## src/rtl/lptmr_pkg.sv

```systemverilog
`timescale 1ns/1ps
package lptmr_pkg;
  localparam int ADDR_W = 3;
  localparam int EXP_W  = 3;
  localparam int PRE_W  = 1 << EXP_W;
  localparam int LOCK_W = EXP_W + 3;
  localparam int LOCK_WB = PRE_W + 2;

  typedef enum logic [ADDR_W-1:0] {
    RG_CTRL   = 3'd0,
    RG_CFG    = 3'd1,
    RG_CHMODE = 3'd2,
    RG_RELOAD = 3'd3,
    RG_CMP0   = 3'd4,
    RG_CMP1   = 3'd5,
    RG_STATUS = 3'd6,
    RG_CLEAR  = 3'd7
  } reg_sel_e;

  // last prescaler count before a tick: 2^e - 1
  function automatic logic [PRE_W-1:0] div_last(input logic [EXP_W-1:0] e);
    div_last = (PRE_W'(1) << e) - PRE_W'(1);
  endfunction

  // channel-mode lockout length: 3 * 2^e clock cycles
  function automatic logic [LOCK_WB-1:0] lock_cycles(input logic [EXP_W-1:0] e);
    lock_cycles = LOCK_WB'(3) << e;
  endfunction

  // pin level from the active state and the polarity bit
  function automatic logic drive_level(input logic on, input logic pol);
    drive_level = on ^ pol;
  endfunction
endpackage

```

## src/rtl/lptmr_prescaler.sv

```systemverilog
`timescale 1ns/1ps
module lptmr_prescaler
  import lptmr_pkg::*;
(
  input  logic             clk,
  input  logic             rst_n,
  input  logic             run,
  input  logic [EXP_W-1:0] exp_sel,
  output logic             tick
);
  logic [PRE_W-1:0] pcnt;

  assign tick = run && (pcnt == div_last(exp_sel));

  always_ff @(posedge clk or negedge rst_n) begin
    if (!rst_n)             pcnt <= '0;
    else if (!run || tick)  pcnt <= '0;
    else                    pcnt <= pcnt + PRE_W'(1);
  end

  // prescaler count never passes the divide boundary
  p_presc_bound_r2: assert property (@(posedge clk) disable iff (!rst_n)
    pcnt <= div_last(exp_sel) || !run || $changed(exp_sel));
endmodule

```

## src/rtl/lptmr_counter.sv

```systemverilog
`timescale 1ns/1ps
module lptmr_counter #(
  parameter int CNT_W = 16
) (
  input  logic             clk,
  input  logic             rst_n,
  input  logic             run,
  input  logic             tick,
  input  logic [CNT_W-1:0] reload,
  output logic [CNT_W-1:0] cnt,
  output logic             wrap
);
  assign wrap = tick && (cnt == reload);

  always_ff @(posedge clk or negedge rst_n) begin
    if (!rst_n)      cnt <= '0;
    else if (!run)   cnt <= '0;
    else if (wrap)   cnt <= '0;
    else if (tick)   cnt <= cnt + CNT_W'(1);
  end

  // while counting the counter stays within 0..reload
  p_cnt_bound_r2: assert property (@(posedge clk) disable iff (!rst_n)
    run |-> cnt <= reload);
  // a wrap returns the counter to zero
  p_wrap_zero_r2: assert property (@(posedge clk) disable iff (!rst_n)
    wrap |=> cnt == '0);
  // a stopped counter sits at zero
  p_stop_zero_r12: assert property (@(posedge clk) disable iff (!rst_n)
    !run |=> cnt == '0);
endmodule

```

## src/rtl/lptmr_shadow.sv

```systemverilog
`timescale 1ns/1ps
module lptmr_shadow #(
  parameter int W = 16
) (
  input  logic         clk,
  input  logic         rst_n,
  input  logic         timer_on,
  input  logic         counting,
  input  logic         wr,
  input  logic [W-1:0] wdata,
  input  logic         wrap,
  input  logic         clr,
  output logic [W-1:0] act,
  output logic         ok
);
  logic [W-1:0] pend_val;
  logic         pend;
  logic         load;

  assign load = timer_on && pend && (wrap || !counting);

  always_ff @(posedge clk or negedge rst_n) begin
    if (!rst_n) begin
      pend_val <= '0;
      pend     <= 1'b0;
      act      <= '0;
      ok       <= 1'b0;
    end else begin
      if (!timer_on) begin
        pend <= 1'b0;
      end else begin
        if (load) begin
          act  <= pend_val;
          pend <= 1'b0;
        end
        if (wr) begin
          pend_val <= wdata;
          pend     <= 1'b1;
        end
      end
      if (clr)  ok <= 1'b0;
      if (load) ok <= 1'b1;
    end
  end

  // a load raises the completion flag
  p_load_flag_r6: assert property (@(posedge clk) disable iff (!rst_n)
    load |=> ok);
  // the loaded value is the pending one
  p_load_value_r6: assert property (@(posedge clk) disable iff (!rst_n)
    load |=> act == $past(pend_val));
  // the active value changes only on a load
  p_act_hold_r6: assert property (@(posedge clk) disable iff (!rst_n)
    !load |=> $stable(act));
endmodule

```

## src/rtl/lptmr_chan.sv

```systemverilog
`timescale 1ns/1ps
module lptmr_chan
  import lptmr_pkg::*;
#(
  parameter int CNT_W = 16
) (
  input  logic             timer_on,
  input  logic             ch_on,
  input  logic             pol,
  input  logic [CNT_W-1:0] cnt,
  input  logic [CNT_W-1:0] cmp,
  output logic             pwm
);
  logic drive;
  assign drive = timer_on && ch_on && (cnt > cmp);
  assign pwm   = drive_level(drive, pol);
endmodule

```

## src/rtl/lptmr_pwm.sv

```systemverilog
`timescale 1ns/1ps
module lptmr_pwm
  import lptmr_pkg::*;
#(
  parameter int CNT_W  = 16,
  parameter int NUM_CH = 2
) (
  input  logic              clk,
  input  logic              rst_n,
  input  logic              bus_we,
  input  logic [ADDR_W-1:0] bus_addr,
  input  logic [CNT_W-1:0]  bus_wdata,
  output logic [CNT_W-1:0]  bus_rdata,
  output logic [NUM_CH-1:0] pwm_out
);
  localparam bit LEGACY = (NUM_CH == 1);
  localparam int CHM_W  = 2 * NUM_CH;

  reg_sel_e sel;
  assign sel = reg_sel_e'(bus_addr);

  logic wr_ctrl, wr_cfg, wr_chm, wr_reload, wr_clear;
  assign wr_ctrl   = bus_we && (sel == RG_CTRL);
  assign wr_cfg    = bus_we && (sel == RG_CFG);
  assign wr_chm    = bus_we && (sel == RG_CHMODE);
  assign wr_reload = bus_we && (sel == RG_RELOAD);
  assign wr_clear  = bus_we && (sel == RG_CLEAR);

  // ---------------- control ----------------
  logic run_en, counting;
  always_ff @(posedge clk or negedge rst_n) begin
    if (!rst_n) begin
      run_en   <= 1'b0;
      counting <= 1'b0;
    end else if (wr_ctrl) begin
      run_en <= bus_wdata[0];
      if (!bus_wdata[0])                   counting <= 1'b0;
      else if (run_en && bus_wdata[1])     counting <= 1'b1;
    end
  end

  // ---------------- configuration ----------------
  logic [EXP_W-1:0] cfg_exp;
  logic             cfg_pol;
  always_ff @(posedge clk or negedge rst_n) begin
    if (!rst_n) begin
      cfg_exp <= '0;
      cfg_pol <= 1'b0;
    end else if (wr_cfg && !run_en) begin
      cfg_exp <= bus_wdata[EXP_W-1:0];
      cfg_pol <= LEGACY ? bus_wdata[EXP_W] : 1'b0;
    end
  end

  // ---------------- channel mode ----------------
  logic [NUM_CH-1:0] eff_en, eff_pol;
  logic [CHM_W-1:0]  chm_rd;

  generate
    if (LEGACY) begin : g_legacy
      assign eff_en  = '1;
      assign eff_pol = {NUM_CH{cfg_pol}};
      assign chm_rd  = '0;
    end else begin : g_multi
      logic [NUM_CH-1:0]  ch_en, ch_pol;
      logic [LOCK_WB-1:0] lock_cnt;
      logic               chm_ok;

      assign chm_ok = wr_chm && (lock_cnt == '0);

      always_ff @(posedge clk or negedge rst_n) begin
        if (!rst_n) begin
          ch_en  <= '0;
          ch_pol <= '0;
        end else if (chm_ok) begin
          for (int i = 0; i < NUM_CH; i++) begin
            ch_en[i] <= bus_wdata[2*i];
            if (!ch_en[i]) ch_pol[i] <= bus_wdata[2*i+1];
          end
        end
      end

      always_ff @(posedge clk or negedge rst_n) begin
        if (!rst_n)                 lock_cnt <= '0;
        else if (chm_ok)            lock_cnt <= lock_cycles(cfg_exp);
        else if (lock_cnt != '0)    lock_cnt <= lock_cnt - LOCK_WB'(1);
      end

      always_comb begin
        for (int i = 0; i < NUM_CH; i++) begin
          chm_rd[2*i]   = ch_en[i];
          chm_rd[2*i+1] = ch_pol[i];
        end
      end

      assign eff_en  = ch_en;
      assign eff_pol = ch_pol;

      // polarity of an enabled channel does not move
      p_pol_hold_r9: assert property (@(posedge clk) disable iff (!rst_n)
        ((ch_pol ^ $past(ch_pol)) & $past(ch_en)) == '0);
      // writes inside the lockout window leave the mode unchanged
      p_lock_hold_r10: assert property (@(posedge clk) disable iff (!rst_n)
        (wr_chm && lock_cnt != '0) |=> ($stable(ch_en) && $stable(ch_pol)));
    end
  endgenerate

  // ---------------- time base ----------------
  logic             tick, wrap;
  logic [CNT_W-1:0] cnt, reload_act;
  logic             reload_ok;

  lptmr_prescaler u_presc (
    .clk(clk), .rst_n(rst_n), .run(counting), .exp_sel(cfg_exp), .tick(tick)
  );

  lptmr_counter #(.CNT_W(CNT_W)) u_cnt (
    .clk(clk), .rst_n(rst_n), .run(counting), .tick(tick),
    .reload(reload_act), .cnt(cnt), .wrap(wrap)
  );

  lptmr_shadow #(.W(CNT_W)) u_reload (
    .clk(clk), .rst_n(rst_n), .timer_on(run_en), .counting(counting),
    .wr(wr_reload && run_en), .wdata(bus_wdata), .wrap(wrap),
    .clr(wr_clear && bus_wdata[0]), .act(reload_act), .ok(reload_ok)
  );

  // ---------------- channels ----------------
  logic [CNT_W-1:0]  cmp_act [NUM_CH];
  logic [NUM_CH-1:0] cmp_ok;
  logic [CNT_W-1:0]  cmp_rd [2];

  for (genvar i = 0; i < NUM_CH; i++) begin : g_ch
    logic cmp_wr;
    assign cmp_wr = bus_we && run_en && (int'(bus_addr) == int'(RG_CMP0) + i);

    lptmr_shadow #(.W(CNT_W)) u_cmp (
      .clk(clk), .rst_n(rst_n), .timer_on(run_en), .counting(counting),
      .wr(cmp_wr), .wdata(bus_wdata), .wrap(wrap),
      .clr(wr_clear && bus_wdata[1+i]), .act(cmp_act[i]), .ok(cmp_ok[i])
    );

    lptmr_chan #(.CNT_W(CNT_W)) u_chan (
      .timer_on(run_en), .ch_on(eff_en[i]), .pol(eff_pol[i]),
      .cnt(cnt), .cmp(cmp_act[i]), .pwm(pwm_out[i])
    );
  end

  for (genvar i = 0; i < 2; i++) begin : g_cmp_rd
    if (i < NUM_CH) begin : g_has
      assign cmp_rd[i] = cmp_act[i];
    end else begin : g_none
      assign cmp_rd[i] = '0;
    end
  end

  // ---------------- read path ----------------
  always_comb begin
    bus_rdata = '0;
    case (sel)
      RG_CTRL:   bus_rdata = CNT_W'({counting, run_en});
      RG_CFG:    bus_rdata = CNT_W'({cfg_pol, cfg_exp});
      RG_CHMODE: bus_rdata = CNT_W'(chm_rd);
      RG_RELOAD: bus_rdata = reload_act;
      RG_CMP0:   bus_rdata = cmp_rd[0];
      RG_CMP1:   bus_rdata = cmp_rd[1];
      RG_STATUS: bus_rdata = CNT_W'({cmp_ok, reload_ok});
      default:   bus_rdata = '0;
    endcase
  end

  // configuration frozen while enabled
  p_cfg_frozen_r4: assert property (@(posedge clk) disable iff (!rst_n)
    run_en |=> ($stable(cfg_exp) && $stable(cfg_pol)));
  // reload value untouched while disabled
  p_reload_off_r5: assert property (@(posedge clk) disable iff (!rst_n)
    !run_en |=> $stable(reload_act));
  // disabled timer holds every output at its polarity level
  p_idle_level_r8: assert property (@(posedge clk) disable iff (!rst_n)
    !run_en |-> pwm_out == eff_pol);
  // counting only starts from an already enabled timer
  p_start_gate_r12: assert property (@(posedge clk) disable iff (!rst_n)
    $rose(counting) |-> $past(run_en));
endmodule

```

## config.mk

```make
export PLATFORM = sky130hd
export DESIGN_NAME = lptmr_pwm
export DESIGN_NICKNAME = d
export VERILOG_FILES = /design/src/rtl/lptmr_pkg.sv /design/src/rtl/lptmr_prescaler.sv /design/src/rtl/lptmr_counter.sv /design/src/rtl/lptmr_shadow.sv /design/src/rtl/lptmr_chan.sv /design/src/rtl/lptmr_pwm.sv
export SDC_FILE = /design/constraint.sdc
export NUM_CORES = 1
export LEC_CHECK = 0
export ABC_AREA = 1
export BUFFER_PORTS_ARGS = -buffer_cell sky130_fd_sc_hd__buf_2
export CAP_MARGIN = 5
export CORE_MARGIN = 8
export CORE_UTILIZATION = 50
export DETAILED_ROUTE_END_ITERATION = 16
export GPL_ROUTABILITY_DRIVEN = 0
export GPL_TIMING_DRIVEN = 0
export PLACE_DENSITY = 0.78
export SYNTH_ARGS = -nofsm -noshare
export SYNTH_HDL_FRONTEND = slang
export SYNTH_SLANG_ARGS = --single-unit
```

## constraint.sdc

```tcl
create_clock -name clk -period 5.2 [get_ports clk]
set_clock_uncertainty 0.1 [all_clocks]
set_input_delay 1.04 -clock clk [delete_from_list [all_inputs] [get_ports clk]]
set_output_delay 1.04 -clock clk [all_outputs]
set_load 0.05 [all_outputs]
```

# ---- Word-level counts from Yosys, hierarchy flattened
# Index checks and enable logic that the tools add are counted.
dict set report classes {
  n_mul 0
  n_reduce_logical 47
  eq_ne 16
  mux 24
  bitwise_logic 4
  n_lt_le_gt_ge 2
  n_div 0
  shift 2
  addsub 4
}
# cell count
set op_table {}
lappend op_table {{16-bit one-hot mux with 7 select lines} 1}
lappend op_table {{16-bit two-way mux} 3}
lappend op_table {{16-bit greater-than comparator} 2}
lappend op_table {{1-bit logical AND} 27}
lappend op_table {{10-bit two-way mux} 2}
lappend op_table {{3-bit equality test (second input constant)} 6}
lappend op_table {{2-bit AND reduction} 9}
lappend op_table {{1-bit two-way mux} 17}
lappend op_table {{16-bit by 1-bit adder with 16-bit output (second input constant)} 1}
lappend op_table {{16-bit equality test} 1}
lappend op_table {{3-bit by 1-bit != test with 1-bit output (second input constant)} 4}
lappend op_table {{10-bit logical NOT} 1}
lappend op_table {{10-bit nonzero test} 1}
lappend op_table {{2-bit by 3-bit left shift with 10-bit output (first input constant)} 1}
lappend op_table {{10-bit by 1-bit subtractor with 10-bit output (second input constant)} 1}
lappend op_table {{8-bit by 1-bit adder with 8-bit output (second input constant)} 1}
lappend op_table {{8-bit equality test} 1}
lappend op_table {{8-bit two-way mux} 1}
lappend op_table {{2-bit nonzero test} 4}
lappend op_table {{1-bit by 3-bit left shift with 8-bit output (first input constant)} 1}
lappend op_table {{8-bit by 2-bit subtractor with 8-bit output (second input constant)} 1}
lappend op_table {{3-bit by 2-bit equality test with 1-bit output (second input constant)} 2}
lappend op_table {{3-bit by 1-bit equality test with 1-bit output (second input constant)} 1}
lappend op_table {{3-bit logical NOT} 1}
lappend op_table {{other kinds (5)} 9}
dict set report totals {
  ram_bits 0
  n_memories 0
  output_inout_bits 18
  in_bits 22
  reg_bits 145
  latch_bits 0
  rom_bits 0
  word_cells 120
}

# ---- Depth between registers and ports, before layout
dict set report logic_depth {
  depth_word 10
  depth_mapped 18
  ltp_nobuf 17
}

# ---- Hierarchy
# Synthesis repeated with hierarchy kept, for this count alone.
dict set report hier_totals {
  cells_unflattened 1164
  area_unflattened_um2 8743.4
}
# module instances area_each_um2 cells_each seq_area_each_um2
set by_module_without_submodules {}
lappend by_module_without_submodules {lptmr_shadow 3 1403.8 147 850.8}
lappend by_module_without_submodules {lptmr_pwm 1 1572.8 250 475.5}
lappend by_module_without_submodules {lptmr_counter 1 1457.6 236 400.4}
lappend by_module_without_submodules {lptmr_chan 2 459.2 79 0.0}
lappend by_module_without_submodules {lptmr_prescaler 1 583.1 79 200.2}

# ---- Worst setup path after synthesis
# No wires, ideal clock.
dict set report synth_timing {
  kind {input port to output port}
  startpoint {input port bus_addr[2]}
  endpoint {output port bus_rdata[0]}
  arrival_ps 2642
  stages 4
  setup_slack_ps 1418
  path_buffers 2
  required_ps 4060
  path_cell_list {clkbuf_1 -> nand3_1 -> clkbuf_1 -> o2111ai_1}
}
dict set report synth_between {
  elab_chain_cells 2
  word_cells_on_any_way 8
  cone_classes {6 x eq/ne; 1 x mux; 1 x reduce/logical}
}
# item line
set synth_lines {}
lappend synth_lines {{start: declaration} lptmr_pwm.sv:11} ;# input logic [ADDR_W-1:0] bus_addr,
lappend synth_lines {{3-bit equality test (tied with other cells)} lptmr_pwm.sv:160} ;# case (sel)
lappend synth_lines {{16-bit one-hot mux with 7 select lines (*)} lptmr_pwm.sv:160}
lappend synth_lines {{end: declaration} lptmr_pwm.sv:13} ;# output logic [CNT_W-1:0] bus_rdata,
# Every way passes the cells marked *; elsewhere a longest branch is shown, timed or not.

# ---- Final worst setup path
dict set report layout_timing {
  startpoint {input port bus_addr[2]}
  endpoint {output port bus_rdata[7]}
}
# The elaborated chain is that of the path after synthesis.

==> reports/qor.csv <==
stage;metric;value;unit
timing;fin_setup_tns;0;ns
placement;io_buffers;38;
cts;numCtsBuffers;17;
timing;rsz0062_at_grt;false;
cts;cts.hold.buffers_added;0;
global_route;grt-ovfl-total;0;
route;wl_per_cell;15.5;um
die;dieWidth;145;um
worst_setup_path;cp_cell_sequence;clkbuf_1, nand3_1, clkbuf_1, o221ai_1, buf_2;
timing;hold_violations;0;
worst_setup_path;slowest_stage;nand3_1;
timing;report.final.setup_viol;0;
finish;final_common_cell;nand2_1;
worst_setup_path;worstSetupEndpointType;primary output;
timing;drv_slew;0;
logic_synthesis;syn_area_per_cell;8.12;um^2
worst_setup_path;slowest_delay;0.43;ns
worst_setup_path;path_common_cell;clkbuf_1;
finish;synthToLayoutAreaGrowth;13.0;%
cts;clk_latency;0.43;ns
die;die-area;20900;um^2
outcome;status;finished, final reports clean;
finish;antenna_cells;0;
logic_synthesis;synth-seq-cells;145;
logic_synthesis;synth_seq_area_share;43.9;%
cts;cts_buffer_depth;2;
timing;fmax;249;MHz
cts;h-tree-depth;4;
timing;worst_hold_slack;0.373;ns
cts;cts_tree;built;
die;core.rowCount;47;
finish;num-nets-final;1138;
logic_synthesis;syn_inst;1018;
cts;post_cts_resize_count;0;
worst_setup_path;crit_arrival;2.87;ns
die;start_util;50.6;%
placement;hpwl;15700;um
cts;clk_pin_slew;0.06;ns
timing;period_share;77.2;%
global_route;antenna_found_initial;0;
cts;cts_root_buf;clkbuf_16;
route;route.antenna.remaining_nets;0;
power;p_leak;4.77;nW
route;vias;7001;
power;powerDensity;469;nW/um^2
worst_setup_path;required;4.06;ns
die;io-pin-count;40;
cts;postCtsSetupBuffers;0;
route;drt-total-wl;20300;um
timing;slew_headroom;56.2;%
worst_setup_path;cp_top_family;buffers and inverters;
route;drt_iter0_drc;514;
finish;drive_gt1_share;12.1;%
finish;mostFrequentLayoutCells;nand2_1, dfrtp_1, inv_1;
timing;layout_min_cycle_time;4.01;ns
worst_setup_path;crit_type;input pin to primary output;
route;dr.pass1.iters;5;
power;ir_drop;255;uV
global_route;grt_pass1_vias;6994;
worst_setup_path;worstPathMaxFanout;10;
logic_synthesis;syn-cell-area;8270;um^2
global_route;grt_max_degree;78;
route;drc_errors;0;
finish;post-route-util;57.2;%
logic_synthesis;ys_types;44;
timing;worstMarginPinSlew;0.657;ns
run;cap_violations;0;
die;core_area;16300;um^2
global_route;track_usage;21.0;%
worst_setup_path;crit_buf_inv;3;
route;via_per_inst;5.35;
worst_setup_path;start_kind;input pin;
global_route;grt_first_pass_wirelength;34300;um
cts;clock-sinks;145;
die;die_y;145;um
hold_path;hold_class;register to register;
logic_synthesis;yosys_warnings;0;
logic_synthesis;syn-num-nets;1080;
[Yosys cell counts]
master	n	area share [%]
nor2_4	3	0.41
clkbuf_1	20	0.91
o211ai_1	3	0.27
o21ai_1	1	0.060
o311ai_0	1	0.11
a31oi_1	3	0.23
o21bai_2	1	0.14
nor3_2	3	0.36
o21ai_0	67	4.1
a221oi_1	3	0.32
nand3b_1	3	0.27
a211oi_1	2	0.18
a22oi_1	2	0.18
clkinv_1	3	0.14
xnor2_1	13	1.4
buf_1	1	0.045
nand4_1	72	5.4
dfrtp_1	145	44
o22ai_1	2	0.15
buf_2	8	0.48
buf_6	5	0.68
ha_1	40	6.1
nand2_1	302	14
nand2_4	4	0.54
nand3_2	3	0.36
nand3_4	4	0.85
a21oi_1	28	1.7
inv_1	114	5.2
nand3_1	32	1.9
inv_2	6	0.27
buf_12	1	0.24
buf_4	4	0.36
xor2_1	20	2.1
o221ai_1	13	1.4
buf_8	3	0.54
or2_2	3	0.23
nand2_2	10	0.76
nand2_8	1	0.24
nor3_1	11	0.67
nor3b_1	5	0.45
o2111ai_1	3	0.32
nor2_2	1	0.076
nor2_1	48	2.2
clkinv_4	1	0.11
[cells by family (layout without fill, tap and decap cells)]
| kind of cell | Yosys count | after routing | share of synthesized area, % |
|---|---|---|---|
| AO/OA/AOI/OAI | 129 | 129 | 9.08 |
| flip-flops | 145 | 145 | 43.9 |
| adder cells (fa/ha/maj) | 40 | 40 | 6.06 |
| buffers and inverters | 166 | 237 | 8.96 |
| AND/OR/NAND/NOR | 505 | 505 | 28.5 |
| XOR/XNOR | 33 | 33 | 3.50 |
[cell type report]
type | instances | area, um^2
Fill cell | 1513 | 7000
Multi-Input combinational cell | 707 | 3900
Sequential cell | 145 | 3630
Inverter | 124 | 470
Clock buffer | 18 | 439
Tap cell | 220 | 275
Buffer | 42 | 270
Timing Repair Buffer | 39 | 224
Clock inverter | 14 | 140
[flip-flops by register name (all words and copies together), names as in the netlist, 2 cells and up]
name,flops
g_ch.u_cmp.ok,2
eff_en,2
g_ch.u_cmp.pend_val,32
g_multi.lock_cnt,10
cfg_exp,3
g_ch.u_cmp.act,32
u_cnt.cnt,16
u_reload.act,16
g_ch.u_cmp.pend,2
u_reload.pend_val,16
eff_pol,2
u_presc.pcnt,8
[stage by stage]
stage	power, mW	area (um^2)	cells	setup WS [ns]
5_1_grt	4.68	9340	1309	1.12
3_3_place_gp	3.13	8730	1276	0.949
2_1_floorplan	2.78	8270	1018	1.42
6_report	4.39	9340	1309	1.19
4_1_cts	4.39	9340	1309	1.24
3_5_place_dp	3.19	8760	1277	1.25
[power breakdown]
group | total [mW] | leakage [nW] | internal [mW] | switching [mW]
Clock | 1.20 | 0.286 | 0.685 | 0.511
Sequential | 1.68 | 1.89 | 1.44 | 0.247
Combinational | 1.50 | 2.60 | 0.529 | 0.976
Total | 4.39 | 4.77 | 2.65 | 1.73
[final timing paths]
check / startpoint / end / slack [ns] / cells after the start
setup reg to reg: cfg_exp[1] / u_reload.act[8] / 2.32 / 15
setup / recovery: bus_addr[2] / bus_rdata[7] / 1.19 / 5
min in group asynchronous: rst_n / g_multi.lock_cnt[6] / 0.52 / 1
hold reg to reg: g_ch[0].u_cmp.act[9] / g_ch[0].u_cmp.act[9] / 0.37 / 2
max in group asynchronous: rst_n / g_ch[0].u_cmp.act[10] / 3.67 / 2
hold / removal: g_ch[0].u_cmp.act[9] / g_ch[0].u_cmp.act[9] / 0.37 / 2
[layer usage]
metal | vias up | routed length (um) | global-route usage, %
met5 | - | 0 | 0
met4 | 0 | 595 | 9.91
met3 | 45 | 936 | 3.53
met2 | 178 | 10000 | 35.6
met1 | 3288 | 8820 | 25.6
li1 | 3490 | - | -
[worst min-delay path, cell delays in order (launching register included)]
cell     delay (ns)
dfrtp_1        0.35
nand2_1        0.05
nand2_1        0.04
Power figures use the tool's default switching activity.
